File: src/rtl/bsm_pkg.sv
package bsm_pkg;
  // Source lane feeding output position pos of a perfect shuffle on lanes lanes.
  function automatic int shuffle_src(input int pos, input int lanes);
    return ((pos % 2) == 0) ? (pos / 2) : (pos / 2 + lanes / 2);
  endfunction
endpackage

File: src/rtl/bsm_cmp_exch.sv
module bsm_cmp_exch #(
  parameter int KEY_W = 8
) (
  input  logic [KEY_W-1:0] a_i,
  input  logic [KEY_W-1:0] b_i,
  output logic [KEY_W-1:0] lo_o,
  output logic [KEY_W-1:0] hi_o
);
  logic swap;
  // Equal keys do not swap.
  assign swap = a_i > b_i;
  assign lo_o = swap ? b_i : a_i;
  assign hi_o = swap ? a_i : b_i;
endmodule

File: src/rtl/bsm_stage.sv
module bsm_stage
  import bsm_pkg::*;
#(
  parameter int LANES = 16,
  parameter int KEY_W = 8
) (
  input  logic                   clk_i,
  input  logic                   rst_ni,
  input  logic                   valid_i,
  input  logic [LANES*KEY_W-1:0] keys_i,
  output logic                   valid_o,
  output logic [LANES*KEY_W-1:0] keys_o
);
  localparam int PAIRS = LANES / 2;
  localparam int VEC_W = LANES * KEY_W;
  localparam int SUM_W = KEY_W + $clog2(LANES);

  logic [VEC_W-1:0] shuf;
  logic [VEC_W-1:0] cx;
  logic [VEC_W-1:0] keys_q;
  logic             valid_q;

  for (genvar p = 0; p < LANES; p++) begin : g_shuf
    localparam int SRC = shuffle_src(p, LANES);
    assign shuf[p*KEY_W +: KEY_W] = keys_i[SRC*KEY_W +: KEY_W];
  end

  for (genvar j = 0; j < PAIRS; j++) begin : g_cx
    bsm_cmp_exch #(.KEY_W(KEY_W)) u_cx (
      .a_i  (shuf[(2*j)*KEY_W +: KEY_W]),
      .b_i  (shuf[(2*j+1)*KEY_W +: KEY_W]),
      .lo_o (cx[(2*j)*KEY_W +: KEY_W]),
      .hi_o (cx[(2*j+1)*KEY_W +: KEY_W])
    );
  end

  always_ff @(posedge clk_i or negedge rst_ni) begin
    if (!rst_ni) begin
      valid_q <= 1'b0;
      keys_q  <= '0;
    end else begin
      valid_q <= valid_i;
      if (valid_i) keys_q <= cx;
    end
  end

  assign valid_o = valid_q;
  assign keys_o  = keys_q;

  // Key sums on both sides of the stage, used only by the checks below.
  logic [SUM_W-1:0] sum_in, sum_out;
  always_comb begin
    sum_in  = '0;
    sum_out = '0;
    for (int i = 0; i < LANES; i++) begin
      sum_in  = sum_in  + SUM_W'(keys_i[i*KEY_W +: KEY_W]);
      sum_out = sum_out + SUM_W'(keys_q[i*KEY_W +: KEY_W]);
    end
  end

  assert_valid_follow_R3: assert property (@(posedge clk_i) disable iff (!rst_ni)
    valid_i |=> valid_q);
  assert_bubble_follow_R8: assert property (@(posedge clk_i) disable iff (!rst_ni)
    !valid_i |=> !valid_q);
  assert_idle_hold_R6: assert property (@(posedge clk_i) disable iff (!rst_ni)
    !valid_i |=> $stable(keys_q));
  assert_sum_kept_R4: assert property (@(posedge clk_i) disable iff (!rst_ni)
    valid_q |-> sum_out == $past(sum_in));
endmodule

File: src/rtl/bitonic_shuffle_merge.sv
module bitonic_shuffle_merge #(
  parameter int N     = 8,
  parameter int KEY_W = 8
) (
  input  logic                     clk_i,
  input  logic                     rst_ni,
  input  logic                     valid_i,
  input  logic [2*N*KEY_W-1:0]     keys_i,
  output logic                     valid_o,
  output logic [2*N*KEY_W-1:0]     keys_o
);
  localparam int LANES  = 2 * N;
  localparam int STAGES = $clog2(LANES);
  localparam int VEC_W  = LANES * KEY_W;

  if ((1 << $clog2(N)) != N || N < 1) begin : g_bad_n
    $error("N must be a power of two");
  end

  logic [STAGES:0][VEC_W-1:0] stg_keys;
  logic [STAGES:0]            stg_valid;

  // Reverse the second list so that the joined lanes form a bitonic sequence.
  for (genvar j = 0; j < N; j++) begin : g_join
    assign stg_keys[0][j*KEY_W +: KEY_W]     = keys_i[j*KEY_W +: KEY_W];
    assign stg_keys[0][(N+j)*KEY_W +: KEY_W] = keys_i[(LANES-1-j)*KEY_W +: KEY_W];
  end
  assign stg_valid[0] = valid_i;

  for (genvar s = 0; s < STAGES; s++) begin : g_stage
    bsm_stage #(.LANES(LANES), .KEY_W(KEY_W)) u_stage (
      .clk_i   (clk_i),
      .rst_ni  (rst_ni),
      .valid_i (stg_valid[s]),
      .keys_i  (stg_keys[s]),
      .valid_o (stg_valid[s+1]),
      .keys_o  (stg_keys[s+1])
    );
  end

  assign valid_o = stg_valid[STAGES];
  assign keys_o  = stg_keys[STAGES];

  for (genvar i = 0; i < LANES - 1; i++) begin : g_chk_order
    assert_out_sorted_R1: assert property (@(posedge clk_i) disable iff (!rst_ni)
      valid_o |-> keys_o[i*KEY_W +: KEY_W] <= keys_o[(i+1)*KEY_W +: KEY_W]);
  end
endmodule

File: config.mk
export PLATFORM = sky130hd
export DESIGN_NAME = bitonic_shuffle_merge
export DESIGN_NICKNAME = d
export VERILOG_FILES = /design/src/rtl/bsm_pkg.sv /design/src/rtl/bsm_cmp_exch.sv /design/src/rtl/bsm_stage.sv /design/src/rtl/bitonic_shuffle_merge.sv
export SDC_FILE = /design/constraint.sdc
export NUM_CORES = 2
export LEC_CHECK = 0
export BUFFER_PORTS_ARGS = -buffer_cell sky130_fd_sc_hd__buf_2
export CAP_MARGIN = 40
export CORE_UTILIZATION = 28
export CTS_BUF_LIST = sky130_fd_sc_hd__clkbuf_4 sky130_fd_sc_hd__clkbuf_8
export CTS_CLUSTER_DIAMETER = 40
export DETAILED_ROUTE_END_ITERATION = 10
export PLACE_DENSITY = 0.46
export SYNTH_ARGS = -nofsm -noshare
export SYNTH_HDL_FRONTEND = slang
export SYNTH_SLANG_ARGS = --single-unit
File: constraint.sdc
create_clock -name clk_i -period 5.4 [get_ports clk_i]
set_clock_uncertainty 0.05 [all_clocks]
set_input_delay 0 -clock clk_i [delete_from_list [all_inputs] [get_ports clk_i]]
set_output_delay 0 -clock clk_i [all_outputs]
set_load 0.02 [all_outputs]
Word level (Yosys, flattened, before mapping)
Cells that the tools add are included.
{"block": "classes", "add_sub_neg": 0, "div_mod_pow": 0, "mul": 0, "n_bitwise": 0, "order_cmp": 32, "n_eq_ne": 0, "reduce_logical": 0, "mux": 64, "shift": 0}
{"cell": "$mux 8", "count": 64}
{"cell": "$gt 8x8->1", "count": 32}
{"block": "totals", "latchBits": 0, "mem_count": 0, "wordCells": 104, "ff_bits": 516, "input_bits": 131, "output_inout_bits": 129, "ramBits": 0, "romBits": 0}

Depth between registers and ports, before layout
{"block": "logic_depth", "word_depth": 2, "depth_mapped": 9}

Modules after synthesis
Synthesis repeated with hierarchy kept, for this count alone.
{"block": "hier_totals", "cells_unflattened": 2492, "area_unflattened_um2": 34643.2}
{"module": "bsm_stage", "instances": 4, "area_each_um2": 4847.1, "cells_each": 271}
{"module": "bsm_cmp_exch", "instances": 32, "area_each_um2": 476.7, "cells_each": 44}

Worst setup path before layout
OpenSTA, ideal clock, no wires.
{"block": "synth_path", "kind": "reg-to-reg", "startpoint": "reg g_stage[2].u_stage.keys_q[29]", "endpoint": "reg g_stage[3].u_stage.keys_q[55]", "stages_incl_launch_ff": 9, "required_time_ps": 5206, "arrival_ps": 1863, "path_slack_ps": 3343, "n_path_buf": 2, "path_cell_list": "dfrtp_1 > ha_1 > a211o_1 > a21oi_1 > or3b_1 > buf_6 > buf_6 > nand3_2 > o221ai_2"}
{"block": "synth_via", "elab_chain_len": 2}
{"element": "start: declaration", "line": "bsm_stage.sv:20", "rtl": "logic [VEC_W-1:0] keys_q;"}
{"element": "start signal: assignment", "line": "bsm_stage.sv:40", "rtl": "keys_q <= '0;"}
{"element": "start signal: assignment", "line": "bsm_stage.sv:43", "rtl": "if (valid_i) keys_q <= cx;"}
{"element": "$gt 8x8->1", "line": "bsm_cmp_exch.sv:11", "rtl": "assign swap = a_i > b_i;"}
{"element": "$mux 8", "line": "bsm_cmp_exch.sv:12", "rtl": "assign lo_o = swap ? b_i : a_i;"}
{"element": "end signal: assignment", "line": "bsm_stage.sv:40"}
{"element": "end signal: assignment", "line": "bsm_stage.sv:43"}
{"element": "end: declaration", "line": "bsm_stage.sv:20"}
No other way between the ends.
A chain may end at the register's enable or synchronous reset.

Final worst setup path
{"block": "layout_path", "startpoint": "in keys_i[109]", "endpoint": "reg g_stage[0].u_stage.keys_q[32]"}
{"block": "layout_via", "elab_chain_len": 2}
{"element": "start: declaration", "line": "bitonic_shuffle_merge.sv:8", "rtl": "input logic [2*N*KEY_W-1:0] keys_i,"}
{"element": "$gt 8x8->1", "line": "bsm_cmp_exch.sv:11"}
{"element": "$mux 8", "line": "bsm_cmp_exch.sv:12"}
{"element": "end signal: assignment", "line": "bsm_stage.sv:40"}
{"element": "end signal: assignment", "line": "bsm_stage.sv:43"}
{"element": "end: declaration", "line": "bsm_stage.sv:20"}
No other way between the ends.

==> impl_results.md <==
- FP Rows: 136
- Post-route clock period utilization: 51.8%
- Die H: 375 um
- Share of layout cells above drive strength 1: 25.7%
- Most common library cell in the layout ignoring fill and taps: inv_1
- Cell Pwr Density: 495 nW/um2
- P&R area growth vs syn: 23.8%
- Leak pwr: 22.0 nW
- Wire length per cell: about 21 um
- Number of routed nets with antenna violations: 0
- Detailed-route DRC error count: 0
- Register area share after synthesis: 33.2%
- Final GP Congestion: 0.865
- Post-CTS Resized: 0
- Clock transition at path regs: ~0.050 ns
- Root Driver: clkbuf_8
- Clock Tree Buf Depth: 3
- Startpoint Class: input pin
- Status: finished, final reports clean
- Fin. Hold Viols: 0
- Footprint of the multi-input gates: 22100 um2
- Initial antenna violation count: 8
- Core ar.: 138000 um2
- Layout Nets: 5026
- Max Cap Viol: 0
- Layer with the highest usage: met1
- Post-CTS Setup Repair Bufs: 0
- Hold Slack: a little under 0.09 ns
- CTS sink count: slightly above 500
- Yosys cell types: 26
- Met1 usage: 30.1%
- #FFs+latches synth: around 520
- Slew Viols, Final: 0
- Clk_lat worst skew: 0.83 ns
- Starting Density: around 28%
- Peak Freq: 357 MHz
- Fillcell total: 14165
- Initial drt markers: 2909
- Full die area: 140000 um2
- Clock group share of total power: a little under a quarter
- Peak supply drop: 0.000251 V
- Cell Area, Synth: between 30000 and 40000 um2
- Seq. cell area: 12900 um2
- Unrepaired setup endpoints after global routing: false
- Worst slew margin: 28.5%
- CTS tree: done
- Switching share of power: 46.5%
- CP max FO: 17
- Met3 usage: approximately 3.7%
- Io pins: 260
- Syn avg cell area: 9.38 um2
- Drt total wl: 138000 um
- Part of the power in combinational logic: 49.3%
- Crit path required time: 6.09 ns
- Synth Net Count: roughly 4500
- Die width: 375 um
- Met2 Usage GRT: 27.6%
- Buffers added on ports: around 260
- Min cycle time layout: 2.80 ns
- Grt ovf: 0
- Vias in the first global route: 33825
- Fin Setup TNS: 0 ns
- Hold WC Path Type: in2reg
- Sw Pwr: around 11 mW
- Worst Max-Slew Pin Slew: 1.07 ns
- Syn Inst Count: 4144
- Gr usage total: about a fifth
- # setup viols final: 0
- Pin count of the biggest net entering global routing: 209
- Int Power: 12.7 mW
- DR pass1 iterations: 5
- Num CTS Buffers: 132
- Seq pwr share: 27.9%
- WP data arrival: 3.49 ns
- Worst setup path class: in2reg
- First-pass GRT wire length: 214000 um
- Most frequent cells in the layout: inv_1 (576), dfrtp_1 (513), nand2_1 (512), and3_1 (512), dlygate4sd3_1 (378)
- Detailed Place HPWL: 99900 um
- Via density per instance: about 5.2
- Yosys Warn Count: 0
- H-tree levels: 4
- Total power draw: 23.8 mW
- CP Capture Type: flop
- Via count: ~34000
path summary, 6_finish.rpt:
path / slack (ns) / end / start / cells after the start
max in group asynchronous: 4.10 / g_stage[1].u_stage.keys_o[42] / rst_ni / 4
setup / recovery: 2.60 / g_stage[0].u_stage.keys_o[32] / keys_i[109] / 10
min in group asynchronous: 0.41 / g_stage[2].u_stage.keys_o[53] / rst_ni / 4
hold reg to reg: 0.50 / g_stage[3].u_stage.keys_o[120] / g_stage[3].u_stage.keys_o[120] / 2
setup reg to reg: 2.61 / g_stage[3].u_stage.keys_o[37] / g_stage[2].u_stage.keys_o[86] / 7
hold / removal: 0.09 / g_stage[0].u_stage.keys_o[106] / keys_i[74] / 4
cell families after synthesis:
group                      Yosys count  share of synthesized area (%)
AOI/OAI and AO/OA                  768                           21.6
and+or+nand+nor                   1696                           26.9
buffers and inverters              908                           10.1
DFF                                516                           33.2
adders and majority gates          256                           8.24
power by group through the flow:
stage | Clock (mW) | Sequential [mW] | Combinational, mW
global route | 5.78 | 6.76 | 13.0
CTS | 5.59 | 6.64 | 11.7
finish | 5.44 | 6.63 | 11.7
global placement | 0 | 6.68 | 11.2
floorplan | 0 | 6.09 | 9.02
detailed placement | 0 | 6.69 | 11.4
per-stage QoR:
step	cell area [um2]	util, %	worst slack [ns]	cells
floorplan	38900	-	3.34	4144
global placement	41200	29.9	2.38	5909
detailed placement	41400	30.1	2.64	5920
CTS	48100	34.9	2.63	6533
global route	48100	35.0	2.41	6534
finish	48100	35.0	2.60	6536
synthesized netlist by cell type, drive strengths merged:
| library cell | number | share of area [%] |
|---|---|---|
| and2 | 32 | 0.51 |
| o221ai | 512 | 17 |
| buf | 132 | 2.6 |
| nand2 | 512 | 4.9 |
| a21o | 32 | 0.62 |
| or3b | 32 | 0.72 |
| nor2b | 32 | 0.51 |
| a21oi | 32 | 0.58 |
| a21boi | 32 | 0.62 |
| ha | 256 | 8.2 |
| a211o | 64 | 1.4 |
| nand4 | 32 | 0.51 |
| o21a | 64 | 1.2 |
| and3 | 512 | 8.2 |
| dfrtp | 516 | 33 |
| inv | 576 | 5.6 |
| nand3 | 512 | 11 |
| and4 | 32 | 0.72 |
| o21ai | 32 | 0.41 |
| clkbuf | 200 | 1.9 |
critical path: stages:
cell           delay [ns]
dlygate4sd3_1        0.56
buf_2                0.17
inv_1                0.05
ha_1                 0.28
and4_1               0.23
nand4_1              0.56
a21boi_2             0.39
buf_4                0.22
o221ai_1             0.33
dlygate4sd3_1        0.68
registers in the layout, summed over array words and instances (netlist names):
signal and count:
g_stage.u_stage.keys_o 512, g_stage.u_stage.valid_o 4
layout make-up:
cell class,instances,area share (%)
multi-input combinational,2720,45.9
sequential,516,26.9
timing repair buffer,693,12.0
clock buffer,182,4.97
tap,1794,4.66
inverter,576,4.49
clock inverter,52,1.11
antenna,3,0.0156
timing repair:
| item | in CTS | in global routing |
|---|---|---|
| setup endpoints to repair | 0 | 0 |
| hold buffers | 379 | 0 |
| hold endpoints to repair | 645 | 0 |
metal layers:
metal | vias to the layer above | wire length [um]
met1 | 16833 | 71300
met2 | 874 | 57500
met3 | 165 | 7370
li1 | 16105 | -
met4 | 4 | 2160
met5 | - | 24
Note: power is estimated with default switching activity, not from simulation.
